==> config.mk <==
export PLATFORM = sky130hd
export DESIGN_NAME = rxbist_symmap
export DESIGN_NICKNAME = d
export VERILOG_FILES = /design/src/rtl/rxbist_pkg.sv /design/src/rtl/rxbist_symmap.sv
export SDC_FILE = /design/constraint.sdc
export NUM_CORES = 1
export LEC_CHECK = 0
export BUFFER_PORTS_ARGS = -buffer_cell sky130_fd_sc_hd__buf_4
export CAP_MARGIN = 15
export CORE_AREA = 5 5 42 44
export DETAILED_ROUTE_END_ITERATION = 6
export DIE_AREA = 0 0 47 49
export PLACE_DENSITY = 0.66
export SETUP_SLACK_MARGIN = 0.3
export SYNTH_ARGS = -nofsm -noshare
export SYNTH_HDL_FRONTEND = slang
export SYNTH_SLANG_ARGS = --single-unit
==> constraint.sdc <==
create_clock -name vclk -period 6.9
set_clock_uncertainty 0.05 [all_clocks]
set_input_delay 1.035 -clock vclk [all_inputs]
set_output_delay 1.035 -clock vclk [all_outputs]
set_load 0.02 [all_outputs]
==> src/rtl/rxbist_pkg.sv <==
package rxbist_pkg;

   // number of legal special codes in the character set
   localparam int unsigned NUM_KCODES = 12;
   localparam int unsigned KCODE_W    = 8;

   // legal special code values, packed eight bits each
   localparam logic [NUM_KCODES*KCODE_W-1:0] KCODE_SET = {
      8'h1C, 8'h3C, 8'h5C, 8'h7C, 8'h9C, 8'hBC,
      8'hDC, 8'hFC, 8'hF7, 8'hFB, 8'hFD, 8'hFE
   };

   // code carried with the special flag to mark a violation symbol
   localparam logic [KCODE_W-1:0] VIOL_CODE = 8'h00;

endpackage

==> src/rtl/rxbist_symmap.sv <==
module rxbist_symmap
   import rxbist_pkg::*;
#(
   parameter int unsigned  W    = 9,
   parameter logic [W-1:0] SEED = 1
) (
   input  logic [W-1:0] state,
   output logic [W-1:0] exp_sym
);

   localparam int unsigned CODE_W = W - 1;

   if (CODE_W != KCODE_W) begin : g_bad_code_w
      $error("rxbist_symmap: code width must match the special code set");
   end

   logic [W-1:0]          pos;
   logic [NUM_KCODES-1:0] k_hit;

   // position in the loop: the seed state is position 0
   assign pos = state - SEED;

   for (genvar i = 0; i < NUM_KCODES; i++) begin : g_kcmp
      assign k_hit[i] = (pos[CODE_W-1:0] == KCODE_SET[i*KCODE_W +: KCODE_W]);
   end

   always_comb begin
      if (!pos[W-1] || (|k_hit)) begin
         exp_sym = pos;
      end else begin
         exp_sym = {1'b1, VIOL_CODE};
      end
   end

endmodule

==> results of run 1 <==
-- layout by cell type, fill, tap and decap left out, types with 2 or more instances in the layout --
master,netlist,layout
nor3_1,3,3
ha_1,4,4
buf_4,0,18
nand2_1,2,2
xor2_1,3,3
nor2_1,6,6
inv_1,3,3
xnor2_1,4,4
a21oi_1,6,6
-- layer usage --
layer | GRT usage | wire (um)
met1 | 0.1261 | 491
met2 | 0.1471 | 473
met3 | 0.01107 | 91
met4 | 0 | 0
met5 | 0 | 0
-- cell families (layout without fill, tap and decap cells) --
family,Yosys count,in the layout
AO/OA/AOI/OAI,20,20
AND/OR/NAND/NOR,20,20
adder cells (fa/ha/maj),4,4
XOR/XNOR,7,7
buffers and inverters,7,21
-- synth_stat cells, types with 2 or more instances --
library cell,n,area (um2)
a21oi_1,6,30.03
nor2_1,6,22.52
ha_1,4,50.05
xnor2_1,4,35.03
inv_1,3,11.26
nor3_1,3,15.01
xor2_1,3,26.28
buf_6,2,22.52
nand2_1,2,7.510
-- power by group --
part / internal, uW / total [uW] / switching (uW)
Combinational: 16.5 / 35.5 / 19.0
Clock: 0 / 0 / 0
Sequential: 0 / 0 / 0
Total: 16.5 / 35.5 / 19.0
-- area by class of cell --
class | instances | area share
inverters | 3 | 0.02009
multi-input cells | 51 | 0.7031
well taps | 16 | 0.03571
repair buffers | 18 | 0.2411
-- per-stage QoR --
stage / total power (uW) / hold slack (ps) / util / instance area (um2)
floorplan: 23.18 / 2097 / - / 446.7
global placement: 35.30 / 2330 / 0.4000 / 560.5
detailed placement: 35.70 / 2330 / 0.4000 / 560.5
CTS: 35.82 / 2332 / 0.4000 / 560.5
global route: 38.63 / 2350 / 0.4000 / 560.5
finish: 35.49 / 2330 / 0.4000 / 560.5
-- worst max path at each step --
stage                        start          to  slack (ps)  cells after the start
after floorplan           state[0]  exp_sym[7]        2620                      8
after global routing      state[0]  exp_sym[7]        2540                      9
after detailed placement  state[0]  exp_sym[7]        2720                      9
after global placement    state[0]  exp_sym[7]        2710                      9
after CTS                 state[0]  exp_sym[7]        2710                      9
final                     state[0]  exp_sym[7]        2720                      9
==> metrics.md, run 1 <==
| Metric | Value |
|---|---|
| Layout Nets | `87` |
| 1st-pass router iterations | `4` |
| CP dominant cell by count | `buf_4` |
| Part of the Yosys area used for sequential elements | `0` |
| DR iter-0 viols | `5` |
| Setup TNS | `0 ps` |
| WP data arrival | `3090 ps` |
| Synthesized area | `446.7 um2` |
| WL/cell | `12.00 um` |
| Post-Synth XOR/XNOR Area | `0.1373` |
| Synth Area in Simple Gates | `0.2745` |
| First-pass GRT wire length | `1.704 mm` |
| Worst hold endpoint | `exp_sym[0]` |
| Die Span X | `47 um` |
| Setup Fix Bufs, Post-CTS | `0` |
| Finish-stage setup viols | `0` |
| Delay-heaviest family, CP | `simple AND/OR/NAND/NOR gates` |
| Pre-CTS setup slack | `approximately 2700 ps` |
| Diode count | `0` |
| CP max FO | `8` |
| # fillers | `around 160` |
| Port Buffers | `18` |
| Vias in the first global route | `432` |
| P&R area growth vs syn | `25.49%` |
| Synth Net Count | `71` |
| Tcrit/Tclk final | `0.6053` |
| Main combinational cell family by area after synthesis | `compound AO/OA/AOI/OAI gates` |
| CP max-delay cell | `or3b_1` |
| Max-cap viol count | `0` |
| Core footprint | `1401 um2` |
| Routed vias | `463` |
| Final wirelength | `1.056 mm` |
| Post-synthesis adder-cell area fraction | `0.1120` |
| Tmin final | `between 4000 and 5000 ps` |
| Post-synth cell types | `34` |
| Routed Antenna Nets | `0` |
| Largest stage delay, worst path | `about 460 ps` |
| Remaining DRCs | `0` |
| Setup Crit Path Kind | `input pin to output pin` |
| Ports | `18` |
| Compound-cell area share of the yosys netlist | `0.3585` |
| DP Wirelength | `roughly 850 um` |
| Least-Margin Pin Slew | `360.2 ps` |
| Worst path bufs/invs | `3` |
| Slew headroom | `0.7597` |
| Die Outline Area | `2303 um2` |
| Post-Layout Cell Count | `88` |
| GR Overflow Total | `0` |
| PwrDens | `63.31 nW/um2` |
| Clkbuf count | `0` |
| Cell row count | `14` |
| Mapped Cells | `58` |
| Startpoint Class | `input pin` |
| Worst vdd ir | `between 0.02 and 0.03 mV` |
| Global-route usage over all layers | `0.08842` |
| Pin count of the biggest net entering global routing | `12` |
| Hold Startpoint | `state[0]` |
| Worst Hold Depth | `3` |
| Layout cells sized above 1 | `0.3750` |
| Post-synthesis mux area share | `0` |
| HP Class | `input pin to output pin` |
| Antenna violations before repair | `0` |
| DP Cell Count | `88` |
| Flip-flop and latch count | `0` |
| Req. time, crit path | `between 5000 and 6000 ps` |
| Chip Height | `between 40 and 50 um` |
| Max Clk Rate | `around 240 MHz` |
| Initial Utilization | `0.3187` |
| RSZ-0062 raised after global routing | `no` |
| Routability cong. | `0.7480` |
| Fin. Hold Viols | `0` |
| Post-CTS Hold Buffers | `0` |
| Reg area | `0 um2` |
| Leak | `0.0002334 uW` |
| Syn_area_per_cell | `7.701 um2` |
| Area of the multi-input gates | `roughly 400 um2` |
| Synth Warn # | `0` |
| Crit path cell chain | `buf_4 > inv_1 > ha_1 > or3b_1 > nor4b_1 > xor2_1 > o21a_4 > a311oi_1 > buf_4` |
| Min setup slack post-route | `2723 ps` |
| Post-CTS sizing | `0` |
| Crit end category | `output pin` |
| Status | `finished clean` |
| Avg Vias per Cell | `between 5 and 6` |
| Slew Limit Fails | `0` |
No activity file was read; power rests on OpenSTA's default activity.
==> inputs of run 2 (changes only) <==
==> constraint.sdc (replaced) <==
create_clock -name vclk -period 4.1
set_clock_uncertainty 0.05 [all_clocks]
set_input_delay 0.615 -clock vclk [all_inputs]
set_output_delay 0.615 -clock vclk [all_outputs]
set_load 0.02 [all_outputs]
==> run 2 against run 1 <==
Via count rose by 0.22%. Global-route usage rose by 0.28 points. Worst setup slack got worse by 2000 ps. Flip-flop and latch count did not move. Routed wire length fell by 1.3%. Critical path depth did not move. Final cell count did not move. Critical path type unchanged.
==> metrics.md, run 2 (synthesized netlist as in run 1, its figures left out) <==
| Metric | Value |
|---|---|
| Reg area | `0 um2` |
| Delay-heaviest family, CP | `simple AND/OR/NAND/NOR gates` |
| Least-Margin Pin Slew | `366.0 ps` |
| Met2 wire len | `450 um` |
| DP Wirelength | `824.9 um` |
| Vias in the first global route | `412` |
| CP max-delay cell | `or3b_1` |
| Chip Height | `49 um` |
| Final Power | `59.85 uW` |
| Diode count | `0` |
| Tcrit/Tclk final | `0.8189` |
| Ports | `18` |
| Max-cap viol count | `0` |
| Cell row count | `14` |
| Max Clk Rate | `a little under 300 MHz` |
| WL/cell | `11.84 um` |
| WP data arrival | `2690 ps` |
| Crit end category | `output pin` |
| Layout Nets | `87` |
| Top Layer Used | `met3` |
| RSZ-0062 raised after global routing | `no` |
| 1st-pass router iterations | `4` |
| Flip-flop and latch count | `0` |
| Setup Fix Bufs, Post-CTS | `0` |
| CP max FO | `8` |
| Slew headroom | `0.7525` |
| Finish-stage setup viols | `0` |
| CP startpoint | `state[0]` |
| Routed vias | `464` |
| Startpoint Class | `input pin` |
| Final wirelength | `1.042 mm` |
| Leak | `0.0002334 uW` |
| Initial Utilization | `0.3187` |
| Slew Limit Fails | `0` |
| Setup TNS | `0 ps` |
| Largest stage delay, worst path | `450 ps` |
| First-pass GRT wire length | `about 1.7 mm` |
| Antenna violations before repair | `0` |
| Global-route usage over all layers | `0.09123` |
| Fin. Hold Viols | `0` |
| Hold Startpoint | `state[0]` |
| Worst path bufs/invs | `3` |
| # fillers | `162` |
| GR Overflow Total | `0` |
| Post-CTS Hold Buffers | `0` |
| Crit path cell chain | `buf_4 > inv_1 > ha_1 > or3b_1 > nor4b_1 > xor2_1 > o21a_4 > a311oi_1 > buf_4` |
| Area of the multi-input gates | `394.1 um2` |
| CP dominant cell by count | `buf_4` |
| Remaining DRCs | `0` |
| P&R area growth vs syn | `25.49%` |
| Setup Crit Path Kind | `input pin to output pin` |
| Metal1 wirelength | `between 400 and 500 um` |
| Port Buffers | `18` |
| DR iter-0 viols | `5` |
| Routed length on met3 | `roughly 96 um` |
| Tmin final | `between 3000 and 4000 ps` |
| Avg Vias per Cell | `5.273` |
| Core footprint | `1401 um2` |
| Clkbuf count | `0` |
| Layout cells sized above 1 | `0.3750` |
| Status | `finished clean` |
| Routed Antenna Nets | `0` |
| PwrDens | `106.8 nW/um2` |
| Worst vdd ir | `0.04438 mV` |
| Pin count of the biggest net entering global routing | `12` |
| Routability cong. | `0.7519` |
| Die Outline Area | `between 2000 and 2500 um2` |
| Post-Layout Cell Count | `88` |
| Most frequent cells in the layout | `buf_4, nor2_1, a21oi_1` |
| HP Class | `input pin to output pin` |
| Post-CTS sizing | `0` |
| Commonest non-fill, non-tap cell in the layout | `buf_4` |
| DP Cell Count | `88` |
| Die Span X | `47 um` |
| Req. time, crit path | `3430 ps` |
[run 2: cell counts in the layout (fill, tap and decap cells not counted)]
No cell type changed its count.
[run 2: final timing paths]
kind / end / slack [ps] / cells after the start
min: exp_sym[0] / 1490 / 3
max: exp_sym[7] / 740 / 9
[run 2: report_power, final]
group | internal, uW | leakage (uW) | switching [uW] | total, uW
Sequential | 0 | 0 | 0 | 0
Combinational | 27.8 | 0.000233 | 32.0 | 59.9
Clock | 0 | 0 | 0 | 0
Total | 27.8 | 0.000233 | 32.0 | 59.9
[run 2: metal layers]
metal,vias to the layer above,global-route usage
met5,-,0
met2,17,0.1425
met4,0,0
met1,204,0.1413
met3,0,0.007380
li1,243,-
[run 2: metrics by stage]
stage          area (um2)  hold WS (ps)  utilization  worst slack, ps
6_report            560.5          1494       0.4000            742.5
5_1_grt             560.5          1527       0.4000            582.9
4_1_cts             560.5          1497       0.4000            729.2
3_5_place_dp        560.5          1495       0.4000            725.3
3_3_place_gp        560.5          1500       0.4000            764.9
2_1_floorplan       446.7          1257            -            662.2
[run 2: layout make-up]
class	count	area share
Tap cell	16	0.03571
Timing Repair Buffer	18	0.2411
Inverter	3	0.02009
Multi-Input combinational cell	51	0.7031
